[src/rtl/ser2_pkg.sv]
package ser2_pkg;

   // Edges between the capture of a lane pair and the appearance of its first bit.
   localparam int unsigned SER2_PIPE_LAT = 2;

   // Meaning of the half-rate phase just before a rising edge.
   typedef enum logic {
      PH_CAPTURE  = 1'b0,
      PH_TRANSFER = 1'b1
   } ser2_phase_e;

endpackage

[src/rtl/ser2_phase_gen.sv]
module ser2_phase_gen
   import ser2_pkg::*;
#(
   parameter int unsigned PIPE_LAT = SER2_PIPE_LAT
) (
   input  logic clk_i,
   input  logic rst_i,
   output logic half_o,
   output logic dly_o,
   output logic vld_o
);

   localparam int unsigned CNT_W = $clog2(PIPE_LAT + 1);
   localparam logic [CNT_W-1:0] LAT_C = CNT_W'(PIPE_LAT);

   if (PIPE_LAT != SER2_PIPE_LAT) begin : g_bad_lat
      $error("ser2_phase_gen: PIPE_LAT must match the fixed datapath depth");
   end

   logic             half_q;
   logic             dly_q;
   logic             vld_q;
   logic [CNT_W-1:0] cnt_q;

   always_ff @(posedge clk_i) begin
      if (rst_i) begin
         half_q <= 1'b0;
         dly_q  <= 1'b0;
         vld_q  <= 1'b0;
         cnt_q  <= '0;
      end else begin
         half_q <= ~half_q;
         dly_q  <= half_q;
         if (cnt_q != LAT_C) begin
            cnt_q <= cnt_q + 1'b1;
         end
         vld_q <= vld_q | (cnt_q == LAT_C);
      end
   end

   assign half_o = half_q;
   assign dly_o  = dly_q;
   assign vld_o  = vld_q;


   half_toggle_chk: assert property (@(posedge clk_i) disable iff (rst_i)
      !rst_i |=> (half_q != $past(half_q)));


   dly_phase_chk: assert property (@(posedge clk_i) disable iff (rst_i)
      !rst_i |=> (dly_q != half_q));


   vld_sticky_chk: assert property (@(posedge clk_i) disable iff (rst_i)
      vld_q |=> vld_q);


   vld_rise_chk: assert property (@(posedge clk_i) disable iff (rst_i)
      $rose(vld_q) |-> (cnt_q == LAT_C));

endmodule

[src/rtl/ser2_lane_slice.sv]
module ser2_lane_slice
   import ser2_pkg::*;
(
   input  logic clk_i,
   input  logic rst_i,
   input  logic half_i,
   input  logic dly_i,
   input  logic lane0_i,
   input  logic lane1_i,
   output logic ser_o
);

   ser2_phase_e ph;
   assign ph = ser2_phase_e'(half_i);

   logic mst0_q, mst1_q;
   logic slv0_q, slv1_q;
   logic ext1_q;
   logic pick;
   logic dec_q;

   // Master stage: take the lane pair on capture edges.
   always_ff @(posedge clk_i) begin
      if (rst_i) begin
         mst0_q <= 1'b0;
         mst1_q <= 1'b0;
      end else if (ph == PH_CAPTURE) begin
         mst0_q <= lane0_i;
         mst1_q <= lane1_i;
      end
   end

   // Slave stage: pass master content on transfer edges.
   always_ff @(posedge clk_i) begin
      if (rst_i) begin
         slv0_q <= 1'b0;
         slv1_q <= 1'b0;
      end else if (ph == PH_TRANSFER) begin
         slv0_q <= mst0_q;
         slv1_q <= mst1_q;
      end
   end

   // Extra half-phase stage on the second lane only.
   always_ff @(posedge clk_i) begin
      if (rst_i) begin
         ext1_q <= 1'b0;
      end else if (ph == PH_CAPTURE) begin
         ext1_q <= slv1_q;
      end
   end

   // Selector steered by the delayed phase, switching while both inputs are stable.
   always_comb begin
      pick = dly_i ? slv0_q : ext1_q;
   end

   // Full-rate decision flip-flop.
   always_ff @(posedge clk_i) begin
      if (rst_i) begin
         dec_q <= 1'b0;
      end else begin
         dec_q <= pick;
      end
   end

   assign ser_o = dec_q;


   first_bit_chk: assert property (@(posedge clk_i) disable iff (rst_i)
      (half_i == 1'b0) |=> ##2 (dec_q == $past(lane0_i, 3)));


   second_bit_chk: assert property (@(posedge clk_i) disable iff (rst_i)
      (half_i == 1'b0) |=> ##3 (dec_q == $past(lane1_i, 4)));

endmodule

[src/rtl/ser2_full_rate.sv]
module ser2_full_rate
   import ser2_pkg::*;
#(
   parameter int unsigned WIDTH = 4
) (
   input  logic             clk_i,
   input  logic             rst_i,
   input  logic [WIDTH-1:0] lane0_i,
   input  logic [WIDTH-1:0] lane1_i,
   output logic [WIDTH-1:0] ser_o,
   output logic             half_clk_o,
   output logic             fwd_en_o
);

   if (WIDTH < 1) begin : g_bad_width
      $error("ser2_full_rate: WIDTH must be at least 1");
   end

   logic half;
   logic dly;
   logic vld;

   ser2_phase_gen #(
      .PIPE_LAT (SER2_PIPE_LAT)
   ) i_phase (
      .clk_i  (clk_i),
      .rst_i  (rst_i),
      .half_o (half),
      .dly_o  (dly),
      .vld_o  (vld)
   );

   for (genvar b = 0; b < WIDTH; b++) begin : g_slice
      ser2_lane_slice i_slice (
         .clk_i   (clk_i),
         .rst_i   (rst_i),
         .half_i  (half),
         .dly_i   (dly),
         .lane0_i (lane0_i[b]),
         .lane1_i (lane1_i[b]),
         .ser_o   (ser_o[b])
      );
   end

   assign half_clk_o = half;
   assign fwd_en_o   = vld;


   reset_state_chk: assert property (@(posedge clk_i)
      rst_i |=> ((ser_o == '0) && !fwd_en_o && !half_clk_o));


   marker_phase_chk: assert property (@(posedge clk_i) disable iff (rst_i)
      $rose(fwd_en_o) |-> half_clk_o);

endmodule

[config.mk]
export PLATFORM = sky130hd
export DESIGN_NAME = ser2_full_rate
export DESIGN_NICKNAME = d
export VERILOG_FILES = /design/src/rtl/ser2_pkg.sv /design/src/rtl/ser2_phase_gen.sv /design/src/rtl/ser2_lane_slice.sv /design/src/rtl/ser2_full_rate.sv
export SDC_FILE = /design/constraint.sdc
export NUM_CORES = 1
export LEC_CHECK = 0
export BUFFER_PORTS_ARGS = -buffer_cell sky130_fd_sc_hd__buf_2
export CORE_ASPECT_RATIO = 0.6
export CORE_MARGIN = 3
export CORE_UTILIZATION = 40
export CTS_CLUSTER_DIAMETER = 60
export DETAILED_ROUTE_END_ITERATION = 12
export PLACE_DENSITY_LB_ADDON = 0.15
export SYNTH_ARGS = -nofsm -noshare
export SYNTH_HDL_FRONTEND = slang
export SYNTH_SLANG_ARGS = --single-unit
[constraint.sdc]
create_clock -name clk_i -period 0.9 [get_ports clk_i]
set_input_delay 0 -clock clk_i [delete_from_list [all_inputs] [get_ports clk_i]]
set_output_delay 0 -clock clk_i [all_outputs]
set_load 0.05 [all_outputs]
==> results_dict.tcl <==
set metrics [dict create \
    synth_area_mm2 0.00107 \
    p_comb_frac 0.194 \
    core_mm2 0.00234 \
    grt_pass1_vias 724 \
    grt_max_degree 30 \
    p_sw_mw 0.814 \
    startpoint_type "flop" \
    hold_path_class "in -> reg" \
    post-route-min-period_ns 0.979 \
    met2_usage 0.183 \
    rows 13 \
    fin_worst_skew_ns 0.00413 \
    top_level_ports 16 \
    min_from "rst_i" \
    pwr_density_cell_mw_per_mm2 2180 \
    final_area_mm2 0.00141 \
    cp.required_ns 1.11 \
    diodes 0 \
    grtUsageTotal 0.131 \
    grt_pass1_wl_um 3060 \
    cp.arrival_ns 1.19 \
    leakage_nw 0.574 \
    overflow 0 \
    clock.fmax_mhz 1020 \
    wl_per_cell_um 11.8 \
    die_height_um 46.1 \
    clk_pin_slew_worst_paths_ns 0.06 \
    rsz0062_at_grt "yes" \
    nNetsFinal 144 \
    vias 755 \
    wirelength_um 1930 \
    tightest_slew_ns 0.252 \
    total_power_mw 3.08 \
    syn_inst 107 \
    worstSetupPathType "reg -> reg" \
    place_area_mm2 0.00113 \
    antenna_found_initial 0 \
    grt.busiest_layer "met2" \
    p_seq_frac 0.482 \
    hold_depth 3 \
    vdd_drop_max_v 0.00118 \
    p_sw_frac 0.265 \
    maxSlewViolCount 0 \
    drive_gt1_frac 0.328 \
    finalSetupTns_ns -0.0792 \
    cts-buffers-inserted 5 \
    r2r_start "i_phase.cnt_q[1]" \
    htreeDepth 2 \
    synth.ff_latch_count 29 \
    failed_checks "negative setup slack" \
    grt_use_met3 0.0784 \
    fin_crit_sh 1.09 \
    synth_cell_type_count 17 \
    use_met1 0.155 \
    ys.warnings.count 0 \
    dp_hpwl_um 1080 \
    slew_headroom 0.833 \
    ff2ff_path_depth 3 \
    crit_path_end_kind "flop" \
    path_max_fanout 2 \
    hold_viol_final 0 \
    setup_viol 1 \
    die-area_mm2 0.00335 \
    seq_area_frac_synth 0.543 \
    dieWidth_um 72.8 \
    ff2ff_setup_slack_ns -0.08 \
    root_buffer "clkbuf_8" \
    dr.first_iter.drc_count 40 \
    pwr-share-clk 0.324 \
    cts_tree "done" \
    portBuffers 15 \
    drt-pass1-iter-count 3 \
    status "finished with violations" \
    timing.critical_path.from "i_phase.cnt_q[1]" \
    synthToLayoutAreaGrowth_pct 32.2 \
    antenna_left 0 \
    max-clock-path-buffers 2 \
    clock_sinks 29 \
    max-cap-violations 0 \
    start_util 0.457 \
    synth_nets 118 \
    viasPerCell 4.60 \
    setup_ws_ns -0.0792 \
    hold_path_end "i_phase.cnt_q[1]" \
    syn_avg_cell_area_um2 10.0 \
    power.internal_mw 2.26 \
    drc 0 \
    timing.rr.end "i_phase.cnt_q[1]" \
    clk_latency_ns 0.28 \
    place_congestion 0.677 \
]
==> power groups by stage <==
stage | logic [mW] | registers [mW] | clock network, mW
3_3_place_gp | 0.391 | 1.49 | 0
4_1_cts | 0.533 | 1.48 | 1.04
6_report | 0.598 | 1.48 | 0.996
3_5_place_dp | 0.419 | 1.50 | 0
5_1_grt | 0.672 | 1.50 | 1.10
2_1_floorplan | 0.276 | 1.53 | 0
==> placed cells by master (no fill, tap or decap), types with 3 or more instances in the layout <==
cell type,instances
mux2i_1,4
dlygate4sd3_1,8
a21oi_2,4
nand2b_4,7
buf_4,3
nand2_1,13
buf_2,13
nand2b_1,9
nor2_1,8
clkbuf_8,5
a21oi_1,17
dfxtp_2,3
dfxtp_1,25
clkbuf_1,3
==> cells in the mapped netlist (all sizes together) <==
cell type,instances,area [µm²]
nor2b,1,6.26
nand2b,16,138
clkbuf,1,5.00
xor2,1,8.76
nor2,8,30.0
dfxtp,29,581
mux2i,4,40.0
a21oi,21,109
nand2,13,48.8
ha,1,12.5
buf,10,81.3
or2,1,6.26
inv,1,3.75
==> stage by stage <==
| stage | cells | utilization | hold slack [ns] | setup WS (ns) |
|---|---|---|---|---|
| final | 164 | 0.604 | 0.0874 | -0.0792 |
| after global routing | 164 | 0.604 | 0.0868 | -0.114 |
| after CTS | 160 | 0.565 | 0.0736 | -0.112 |
| after detailed placement | 143 | 0.482 | 0.264 | -0.141 |
| after global placement | 143 | 0.482 | 0.260 | -0.0667 |
| after floorplan | 107 | - | 0.137 | -0.0705 |
==> critical path, stage by stage, from the launching register on <==
cell and delay (ns):
dfxtp_2 0.34, ha_4 0.23, or2_1 0.22, a21oi_2 0.12
==> flip-flops by register name (all words and copies together), names as in the netlist <==
name and count:
g_slice.i_slice.slv0_q 4, g_slice.i_slice.mst1_q 4, i_phase.half_o 1, g_slice.i_slice.slv1_q 4, i_phase.cnt_q 2, g_slice.i_slice.ser_o 4, i_phase.vld_o 1, g_slice.i_slice.mst0_q 4
i_phase.dly_o 1, g_slice.i_slice.ext1_q 4
==> worst max-delay path by stage <==
| stage | end | slack [ns] | depth (start not counted) |
|---|---|---|---|
| final | i_phase.cnt_q[1] | -0.08 | 3 |
| after detailed placement | i_phase.cnt_q[1] | -0.14 | 4 |
| after floorplan | i_phase.cnt_q[1] | -0.07 | 4 |
| after global routing | i_phase.cnt_q[1] | -0.11 | 4 |
| after global placement | i_phase.cnt_q[1] | -0.07 | 4 |
| after CTS | i_phase.cnt_q[1] | -0.11 | 4 |
==> area by class of cell <==
| cell class | count | area [µm²] |
|---|---|---|
| Fill cell | 209 | 928 |
| Inverter | 1 | 3.75 |
| Timing Repair Buffer | 30 | 267 |
| Tap cell | 30 | 37.5 |
| Clock buffer | 8 | 80.1 |
| Multi-Input combinational cell | 66 | 438 |
| Sequential cell | 29 | 588 |
==> metal layers <==
metal | part of all wire | vias up
li1 | - | 392
met1 | 0.50 | 343
met2 | 0.42 | 15
met3 | 0.059 | 5
met4 | 0.020 | 0
met5 | 0 | -
==> what timing repair did <==
| action | 4_1_cts | 5_1_grt |
|---|---|---|
| setup buffers | 1 | 3 |
| endpoints found under the setup margin | 3 | 18 |
| hold buffers | 8 | 0 |
| gates resized for setup | 7 | 7 |
| endpoints found under the hold margin | 8 | 0 |
| cloned | 0 | 1 |
| pin swaps | 5 | 5 |
==> cell families (layout without fill, tap and decap cells) <==
kind of cell,after synthesis,in the layout,share of synthesized area
buffers and inverters,12,39,0.0842
DFF,29,29,0.543
AOI/OAI and AO/OA,21,21,0.102
xor gates and xnor gates,1,1,0.00819
muxes,4,4,0.0374
adders and majority gates,1,1,0.0117
and+or+nand+nor,39,39,0.214
Note: power is estimated with default switching activity, not from simulation.
